`src/rtl/sysctl_pkg.sv`:
```
package sysctl_pkg;

    localparam int unsigned DATA_W = 32;
    localparam int unsigned ADDR_W = 12;
    localparam logic [15:0] UNLOCK_KEY = 16'hA05F;
    localparam int unsigned KICK_BIT = 8;

    typedef enum logic [1:0] {
        ST_IDLE     = 2'd0,
        ST_RD_RSP   = 2'd1,
        ST_WR_RSP   = 2'd2,
        ST_RST_KICK = 2'd3
    } acc_state_e;

    typedef enum logic [3:0] {
        SEL_NONE,
        SEL_ZERO,
        SEL_ID,
        SEL_LED,
        SEL_LOCK,
        SEL_CFG1,
        SEL_CFG2,
        SEL_FLG_SET,
        SEL_FLG_CLR,
        SEL_NV_SET,
        SEL_NV_CLR,
        SEL_RSTCTL,
        SEL_PCI,
        SEL_LCD,
        SEL_REFCNT,
        SEL_CPUID
    } reg_sel_e;

endpackage

```
`src/rtl/sysctl_decode.sv`:
```
module sysctl_decode
    import sysctl_pkg::*;
(
    input  logic [ADDR_W-1:0] addr,
    output reg_sel_e          sel,
    output logic              known,
    output logic              cpuid_hi
);

    always_comb begin
        sel      = SEL_NONE;
        known    = 1'b1;
        cpuid_hi = 1'b0;
        if (addr[1:0] != 2'b00) begin
            known = 1'b0;
        end else begin
            case (addr)
                12'h000: sel = SEL_ID;
                12'h008: sel = SEL_LED;
                12'h020: sel = SEL_LOCK;
                12'h028: sel = SEL_CFG1;
                12'h02C: sel = SEL_CFG2;
                12'h030: sel = SEL_FLG_SET;
                12'h034: sel = SEL_FLG_CLR;
                12'h038: sel = SEL_NV_SET;
                12'h03C: sel = SEL_NV_CLR;
                12'h040: sel = SEL_RSTCTL;
                12'h044: sel = SEL_PCI;
                12'h050: sel = SEL_LCD;
                12'h05C: sel = SEL_REFCNT;
                12'h084: sel = SEL_CPUID;
                12'h088: begin
                    sel      = SEL_CPUID;
                    cpuid_hi = 1'b1;
                end
                12'h004, 12'h00C, 12'h010, 12'h014, 12'h018, 12'h01C,
                12'h024, 12'h048, 12'h04C, 12'h054, 12'h058, 12'h060,
                12'h064, 12'h068, 12'h06C, 12'h070, 12'h074, 12'h080,
                12'h08C, 12'h090, 12'h094, 12'h098, 12'h09C, 12'h0C0,
                12'h0C4, 12'h0C8, 12'h0CC, 12'h0D0: sel = SEL_ZERO;
                default: known = 1'b0;
            endcase
        end
    end

endmodule

```
`src/rtl/sysctl_refcnt.sv`:
```
module sysctl_refcnt #(
    parameter int unsigned CLK_HZ  = 50_000_000,
    parameter int unsigned TICK_HZ = 24_000_000,
    parameter int unsigned CNT_W   = 32
) (
    input  logic             clk,
    input  logic             srst_n,
    output logic [CNT_W-1:0] count
);

    localparam int unsigned ACC_W = $clog2(CLK_HZ) + 2;

    logic [ACC_W-1:0] acc_q;
    logic [ACC_W-1:0] acc_sum;
    logic             tick;

    assign acc_sum = acc_q + ACC_W'(TICK_HZ);
    assign tick    = (acc_sum >= ACC_W'(CLK_HZ));

    always_ff @(posedge clk) begin
        if (!srst_n) begin
            acc_q <= '0;
            count <= '0;
        end else begin
            acc_q <= tick ? (acc_sum - ACC_W'(CLK_HZ)) : acc_sum;
            if (tick) begin
                count <= count + 1'b1;
            end
        end
    end

endmodule

```
`src/rtl/sysctl_flagpair.sv`:
```
module sysctl_flagpair #(
    parameter int unsigned W = 32
) (
    input  logic         clk,
    input  logic         clr_n,
    input  logic         set_en,
    input  logic         clr_en,
    input  logic [W-1:0] wdata,
    output logic [W-1:0] q
);

    always_ff @(posedge clk) begin
        if (!clr_n) begin
            q <= '0;
        end else if (set_en) begin
            q <= q | wdata;
        end else if (clr_en) begin
            q <= q & ~wdata;
        end
    end

endmodule

```
`src/rtl/sysctl_regs.sv`:
```
module sysctl_regs
    import sysctl_pkg::*;
#(
    parameter int unsigned LED_W = 8
) (
    input  logic              clk,
    input  logic              srst_n,
    input  logic              por_n,
    input  logic              wr_en,
    input  reg_sel_e          sel,
    input  logic [DATA_W-1:0] wdata,
    output logic [LED_W-1:0]  led_q,
    output logic [15:0]       lock_q,
    output logic [DATA_W-1:0] cfg1_q,
    output logic [DATA_W-1:0] cfg2_q,
    output logic [DATA_W-1:0] flags_q,
    output logic [DATA_W-1:0] nvflags_q,
    output logic [DATA_W-1:0] rstctl_q,
    output logic              key_ok
);

    localparam int unsigned NBANK = 2;

    logic [NBANK-1:0] bank_clr_n;
    logic [NBANK-1:0] bank_set;
    logic [NBANK-1:0] bank_clr;
    logic [DATA_W-1:0] bank_q [NBANK];

    assign key_ok = (lock_q == UNLOCK_KEY);

    // bank 0: volatile flags, bank 1: flags kept across system reset
    assign bank_clr_n[0] = srst_n;
    assign bank_clr_n[1] = por_n;
    assign bank_set[0]   = wr_en && (sel == SEL_FLG_SET);
    assign bank_clr[0]   = wr_en && (sel == SEL_FLG_CLR);
    assign bank_set[1]   = wr_en && (sel == SEL_NV_SET);
    assign bank_clr[1]   = wr_en && (sel == SEL_NV_CLR);

    for (genvar b = 0; b < NBANK; b++) begin : g_bank
        sysctl_flagpair #(.W(DATA_W)) u_flags (
            .clk    (clk),
            .clr_n  (bank_clr_n[b]),
            .set_en (bank_set[b]),
            .clr_en (bank_clr[b]),
            .wdata  (wdata),
            .q      (bank_q[b])
        );
    end

    assign flags_q   = bank_q[0];
    assign nvflags_q = bank_q[1];

    always_ff @(posedge clk) begin
        if (!srst_n) begin
            led_q    <= '0;
            lock_q   <= '0;
            cfg1_q   <= '0;
            cfg2_q   <= '0;
            rstctl_q <= '0;
        end else if (wr_en) begin
            case (sel)
                SEL_LED:  led_q  <= wdata[LED_W-1:0];
                SEL_LOCK: begin
                    if (wdata == {16'h0000, UNLOCK_KEY}) begin
                        lock_q <= UNLOCK_KEY;
                    end else begin
                        lock_q <= wdata[15:0] & 16'h7FFF;
                    end
                end
                SEL_CFG1: cfg1_q <= wdata;
                SEL_CFG2: cfg2_q <= wdata;
                SEL_RSTCTL: begin
                    if (key_ok) begin
                        rstctl_q <= wdata;
                    end
                end
                default: ;
            endcase
        end
    end

endmodule

```
`src/rtl/sysctl_bank.sv`:
```
module sysctl_bank
    import sysctl_pkg::*;
#(
    parameter logic [31:0] BOARD_ID = 32'h0C11_0A05,
    parameter logic [31:0] CPU_ID   = 32'h0C00_0000,
    parameter int unsigned LED_W    = 8,
    parameter int unsigned CLK_HZ   = 50_000_000,
    parameter int unsigned TICK_HZ  = 24_000_000
) (
    input  logic             clk,
    input  logic             rst_n,
    input  logic             por_n,
    input  logic             req_valid,
    output logic             req_ready,
    input  logic             req_write,
    input  logic [11:0]      req_addr,
    input  logic [31:0]      req_wdata,
    output logic             rsp_valid,
    output logic [31:0]      rsp_rdata,
    output logic             bad_access,
    output logic [LED_W-1:0] led_out,
    output logic             sys_reset_req
);

    localparam logic [31:0] CPUID_HI_VAL = 32'hFF00_0000;
    localparam logic [31:0] PCI_VAL      = 32'h0000_0001;
    localparam logic [31:0] LCD_VAL      = 32'h0000_1000;

    acc_state_e state_q, state_d;
    reg_sel_e   sel;
    logic       known, cpuid_hi, accept, wr_en, kick, key_ok, srst_n;
    logic [DATA_W-1:0] rd_mux, rdata_q;
    logic              bad_q;
    logic [LED_W-1:0]  led_q;
    logic [15:0]       lock_q;
    logic [DATA_W-1:0] cfg1_q, cfg2_q, flags_q, nvflags_q, rstctl_q, ref_cnt;

    assign srst_n = rst_n & por_n;
    assign accept = req_valid && (state_q == ST_IDLE);
    assign wr_en  = accept && req_write && known;
    assign kick   = wr_en && (sel == SEL_RSTCTL) && key_ok && req_wdata[KICK_BIT];

    sysctl_decode u_dec (
        .addr     (req_addr),
        .sel      (sel),
        .known    (known),
        .cpuid_hi (cpuid_hi)
    );

    sysctl_regs #(.LED_W(LED_W)) u_regs (
        .clk       (clk),
        .srst_n    (srst_n),
        .por_n     (por_n),
        .wr_en     (wr_en),
        .sel       (sel),
        .wdata     (req_wdata),
        .led_q     (led_q),
        .lock_q    (lock_q),
        .cfg1_q    (cfg1_q),
        .cfg2_q    (cfg2_q),
        .flags_q   (flags_q),
        .nvflags_q (nvflags_q),
        .rstctl_q  (rstctl_q),
        .key_ok    (key_ok)
    );

    sysctl_refcnt #(.CLK_HZ(CLK_HZ), .TICK_HZ(TICK_HZ), .CNT_W(DATA_W)) u_refcnt (
        .clk    (clk),
        .srst_n (srst_n),
        .count  (ref_cnt)
    );

    always_comb begin
        unique case (sel)
            SEL_ID:      rd_mux = BOARD_ID;
            SEL_LED:     rd_mux = DATA_W'(led_q);
            SEL_LOCK:    rd_mux = DATA_W'(lock_q);
            SEL_CFG1:    rd_mux = cfg1_q;
            SEL_CFG2:    rd_mux = cfg2_q;
            SEL_FLG_SET: rd_mux = flags_q;
            SEL_NV_SET:  rd_mux = nvflags_q;
            SEL_RSTCTL:  rd_mux = rstctl_q;
            SEL_PCI:     rd_mux = PCI_VAL;
            SEL_LCD:     rd_mux = LCD_VAL;
            SEL_REFCNT:  rd_mux = ref_cnt;
            SEL_CPUID:   rd_mux = cpuid_hi ? CPUID_HI_VAL : CPU_ID;
            default:     rd_mux = '0;
        endcase
    end

    // next-state logic
    always_comb begin
        state_d = state_q;
        unique case (state_q)
            ST_IDLE: begin
                if (accept) begin
                    if (kick)           state_d = ST_RST_KICK;
                    else if (req_write) state_d = ST_WR_RSP;
                    else                state_d = ST_RD_RSP;
                end
            end
            ST_RD_RSP:   state_d = ST_IDLE;
            ST_WR_RSP:   state_d = ST_IDLE;
            ST_RST_KICK: state_d = ST_IDLE;
            default:     state_d = ST_IDLE;
        endcase
    end

    always_ff @(posedge clk) begin
        if (!srst_n) begin
            state_q <= ST_IDLE;
        end else begin
            state_q <= state_d;
        end
    end

    always_ff @(posedge clk) begin
        if (!srst_n) begin
            rdata_q <= '0;
            bad_q   <= 1'b0;
        end else if (accept) begin
            rdata_q <= (req_write || !known) ? '0 : rd_mux;
            bad_q   <= !known;
        end
    end

    // outputs
    always_comb begin
        req_ready     = (state_q == ST_IDLE);
        rsp_valid     = (state_q != ST_IDLE);
        sys_reset_req = (state_q == ST_RST_KICK);
        bad_access    = rsp_valid && bad_q;
        rsp_rdata     = rdata_q;
        led_out       = led_q;
    end

endmodule

```
`config.mk`:
```
export PLATFORM = sky130hd
export DESIGN_NAME = sysctl_bank
export DESIGN_NICKNAME = d
export VERILOG_FILES = /design/src/rtl/sysctl_pkg.sv /design/src/rtl/sysctl_decode.sv /design/src/rtl/sysctl_refcnt.sv /design/src/rtl/sysctl_flagpair.sv /design/src/rtl/sysctl_regs.sv /design/src/rtl/sysctl_bank.sv
export SDC_FILE = /design/constraint.sdc
export NUM_CORES = 1
export LEC_CHECK = 0
export ABC_AREA = 1
export BUFFER_PORTS_ARGS = -buffer_cell sky130_fd_sc_hd__buf_2
export CAP_MARGIN = 20
export CORE_MARGIN = 2
export CORE_UTILIZATION = 36
export CTS_BUF_LIST = sky130_fd_sc_hd__clkbuf_4 sky130_fd_sc_hd__clkbuf_8
export DETAILED_ROUTE_END_ITERATION = 10
export GPL_ROUTABILITY_DRIVEN = 0
export PLACE_DENSITY_LB_ADDON = 0.12
export REMOVE_ABC_BUFFERS = 1
export SKIP_CTS_REPAIR_TIMING = 1
export SLEW_MARGIN = 20
export SYNTH_ARGS = -nofsm -noshare
export SYNTH_HDL_FRONTEND = slang
export SYNTH_SLANG_ARGS = --single-unit
```
`constraint.sdc`:
```
create_clock -name clk -period 4.4 [get_ports clk]
set_input_delay 0.44 -clock clk [delete_from_list [all_inputs] [get_ports clk]]
set_output_delay 0.44 -clock clk [all_outputs]
set_load 0.01 [all_outputs]
```
==> metrics <==
Static Leakage=5.62 nW; Switching Fraction=37.1%; Crit Path Max Fanout=23; Synth top area share=37.7%; DR WL/cell=18.5 um; Sw Pwr=2.74 mW; core area=39,600 um^2; dpl hpwl=32,600 um; Reg power frac=35.8%; # IOs=93; total CTS buffers=50; Power Internal=4.64 mW; Tmin final=3260 ps; die width=204 um; CTS Sinks=272; die area=41,700 um^2; drt first pass iters=8; R2R cell count=15; Hold Crit Class=primary input to flip-flop; Comb pwr share=28.8%; DRT antenna net count=0; Max Clock Skew=28.1 ps; # rows=73; Synth async-reset ratio=0%; Crit path top cell by count=nand2_1; Area contributors post-synth=dfxtp_1, nand2_1, a21oi_1, nand3_1, o2111ai_1; clock network power share=35.4%; FF+latch count, synth=272; Final Hold Fails=0; critical path endpoint category=flip-flop; Endpoint, Worst Hold=state_q[0]$_SDFFE_PN0P_; post-route design area=16,200 um^2; startpoint types=flip-flop; DRC=0; Worst VDD drop=0.255 mV; Fmax=307 MHz; Die Height=204 um; max-slew violation count=0; mapped cell area=14,400 um^2; r2r startpoint=u_refcnt.acc_q[9]$_SDFF_PN0_; Arr. time, crit path=3730 ps; first-pass GRT wire length=79,300 um; fin nets=2,245; Netlist cell types=42; worst slew pin tran=1000 ps; worst-path cell chain=inv_2 -> ha_1 -> inv_1 -> nand2_1 -> nand2_2 -> nand3_1 -> nand2_1 -> nand2_1 -> nand2_1 -> nor2_1 -> nor2_4 -> nand4_2 -> buf_4 -> nand2_1 -> a21oi_1; register-to-register setup slack=1140 ps; clk_lat worst skew=640 ps; Worst Path Required=4870 ps; starting density of the core=36.4%; initial drt markers=1,212; Via density=5.35; CTS root buf=clkbuf_8; CTS Buffer Depth=3; GRT Total Usage=24.4%; synthesis warning total=0; hold path startpoint=req_write; Post-Syn Instances=2,178; vias in the first global route=14,000; Primary FF master, synth=dfxtp_1; CP delay by family, top=simple AND/OR/NAND/NOR gates; Avg Cell Area, Syn=6.62 um^2; Final Core Density=40.8%; EDFF count, synth=0; ANT cells=0; share of cells above drive strength 1=11.6%; grt total ovfl=0; Hold Crit Depth=2; Crit-path slowest cell=nand4_2; r2r endpoint=u_refcnt.acc_q[16]$_SDFF_PN0_; initial antenna violation count=2; dpl cell area=15,100 um^2; Slew headroom=32.9%; CTS tree=built; power density cells=457 nW/um^2; largest net degree at the start of global routing=108; fin crit share=74.1%; register area share after synthesis=37.7%; Setup Viol. Count Final=0; Area Overhead vs Synth=12.1%; DRT Wirelength=51,000 um; Port Buffers=92; vias=14,700; Setup CP Type=flip-flop to flip-flop; leading area contributor after synthesis=dfxtp_1; clk slew on worst S/H paths=60 ps; cell count along the critical path=15; max-cap violations=0; RSZ-0062 raised after global routing=false; H-Tree Depth=2; slowest cell delay on critical path=590 ps; run status=finished, final reports clean; Buffers & Inverters on Critical Path=3
logic make-up after synthesis:
logic type	synth area share, %
and+or+nand+nor	32.0
buffers and inverters	8.89
AOI/OAI and AO/OA	18.4
xor gates and xnor gates	2.49
adders and majority gates	0.434
DFF	37.7
power groups by stage:
stage               sequential (mW)  combinational (mW)  clock (mW)
floorplan                      2.67                1.51           0
global placement               2.69                2.08           0
detailed placement             2.70                2.10           0
CTS                            2.64                2.12        2.69
global route                   2.66                2.42        2.80
finish                         2.64                2.13        2.62
worst max-delay path by stage:
stage                                      start                            end
global placement                    req_addr[11]     rsp_rdata[16]$_SDFFE_PN0P_
CTS                 u_refcnt.acc_q[9]$_SDFF_PN0_  u_refcnt.acc_q[16]$_SDFF_PN0_
floorplan                state_q[0]$_SDFFE_PN0P_  u_regs.cfg1_q[0]$_SDFFE_PN0P_
finish              u_refcnt.acc_q[9]$_SDFF_PN0_  u_refcnt.acc_q[16]$_SDFF_PN0_
global route        u_refcnt.acc_q[9]$_SDFF_PN0_  u_refcnt.acc_q[16]$_SDFF_PN0_
detailed placement                  req_addr[11]     rsp_rdata[16]$_SDFFE_PN0P_
cell usage in the layout, fill, tap and decap left out, types with 2 or more instances in the layout:
| cell type | n |
|---|---|
| xnor2_1 | 4 |
| a211oi_1 | 5 |
| or4_1 | 5 |
| nor4_1 | 6 |
| bufinv_16 | 2 |
| buf_4 | 25 |
| clkbuf_4 | 21 |
| xor2_1 | 37 |
| inv_1 | 139 |
| dfxtp_1 | 272 |
| nor2_1 | 115 |
| nor3_1 | 32 |
| o21ai_0 | 36 |
| clkinv_2 | 4 |
| ha_1 | 5 |
| nand2_1 | 733 |
| a221oi_1 | 4 |
| a22o_1 | 23 |
| buf_2 | 92 |
| inv_2 | 15 |
| o211ai_1 | 6 |
| nand4_1 | 15 |
| o2111ai_1 | 78 |
| nand2_2 | 5 |
| buf_12 | 2 |
| nand2_4 | 2 |
| nand3_2 | 5 |
| a32o_1 | 2 |
| nor2_2 | 11 |
| nor2_4 | 10 |
| a21oi_1 | 281 |
| nand3_1 | 157 |
| nor3b_1 | 2 |
| nand3b_1 | 2 |
| clkbuf_8 | 58 |
| clkinv_1 | 3 |
layer usage:
layer	vias up	track usage, %	part of all wire [%]
li1	7241	-	-
met1	6972	32.2	45
met2	406	39.3	46
met3	104	4.46	6.1
met4	4	9.37	3.0
met5	-	0	0.055
cell usage after synthesis, types with 2 or more instances:
library cell,count
a211oi_1,5
a21oi_1,282
a221oi_1,4
a22o_1,23
a32o_1,2
buf_1,11
buf_2,44
buf_4,6
buf_6,3
clkbuf_1,94
clkinv_1,3
dfxtp_1,272
ha_1,5
inv_1,139
inv_2,15
nand2_1,735
nand2_2,4
nand3_1,157
nand3_2,5
nand3b_1,2
nand4_1,15
nor2_1,116
nor2_2,11
nor2_4,9
nor3_1,33
nor3b_1,2
nor4_1,6
o2111ai_1,78
o211ai_1,6
o21ai_0,36
or4_1,5
xnor2_1,4
xor2_1,37
cell type report:
cell class / instances / area, um^2
Clock buffer: 79 / 956
Clock inverter: 8 / 98.8
Tap cell: 525 / 657
Fill cell: 4308 / 23500
Inverter: 157 / 589
Multi-Input combinational cell: 1591 / 7730
Sequential cell: 272 / 5450
Timing Repair Buffer: 119 / 688
metrics by stage:
| step | power (mW) | hold slack, ps | worst slack, ps | setup TNS, ps | std cells |
|---|---|---|---|---|---|
| after floorplan | 4.19 | 440 | -692 | -106970 | 2020 |
| after global placement | 4.78 | 447 | 826 | 0 | 2664 |
| after detailed placement | 4.80 | 452 | 836 | 0 | 2664 |
| after CTS | 7.45 | 66.1 | 1170 | 0 | 2751 |
| after global routing | 7.88 | 99.9 | 795 | 0 | 2751 |
| final | 7.38 | 105 | 1140 | 0 | 2751 |
worst reg2reg max path: cells and delay by family (launching register included):
family | cells | cell delay, ps
compound gates | 1 | 80
buf+inv | 3 | 620
fa+ha+maj | 1 | 230
simple gates | 10 | 1710
flops | 1 | 490
Note: power is estimated with default switching activity, not from simulation.
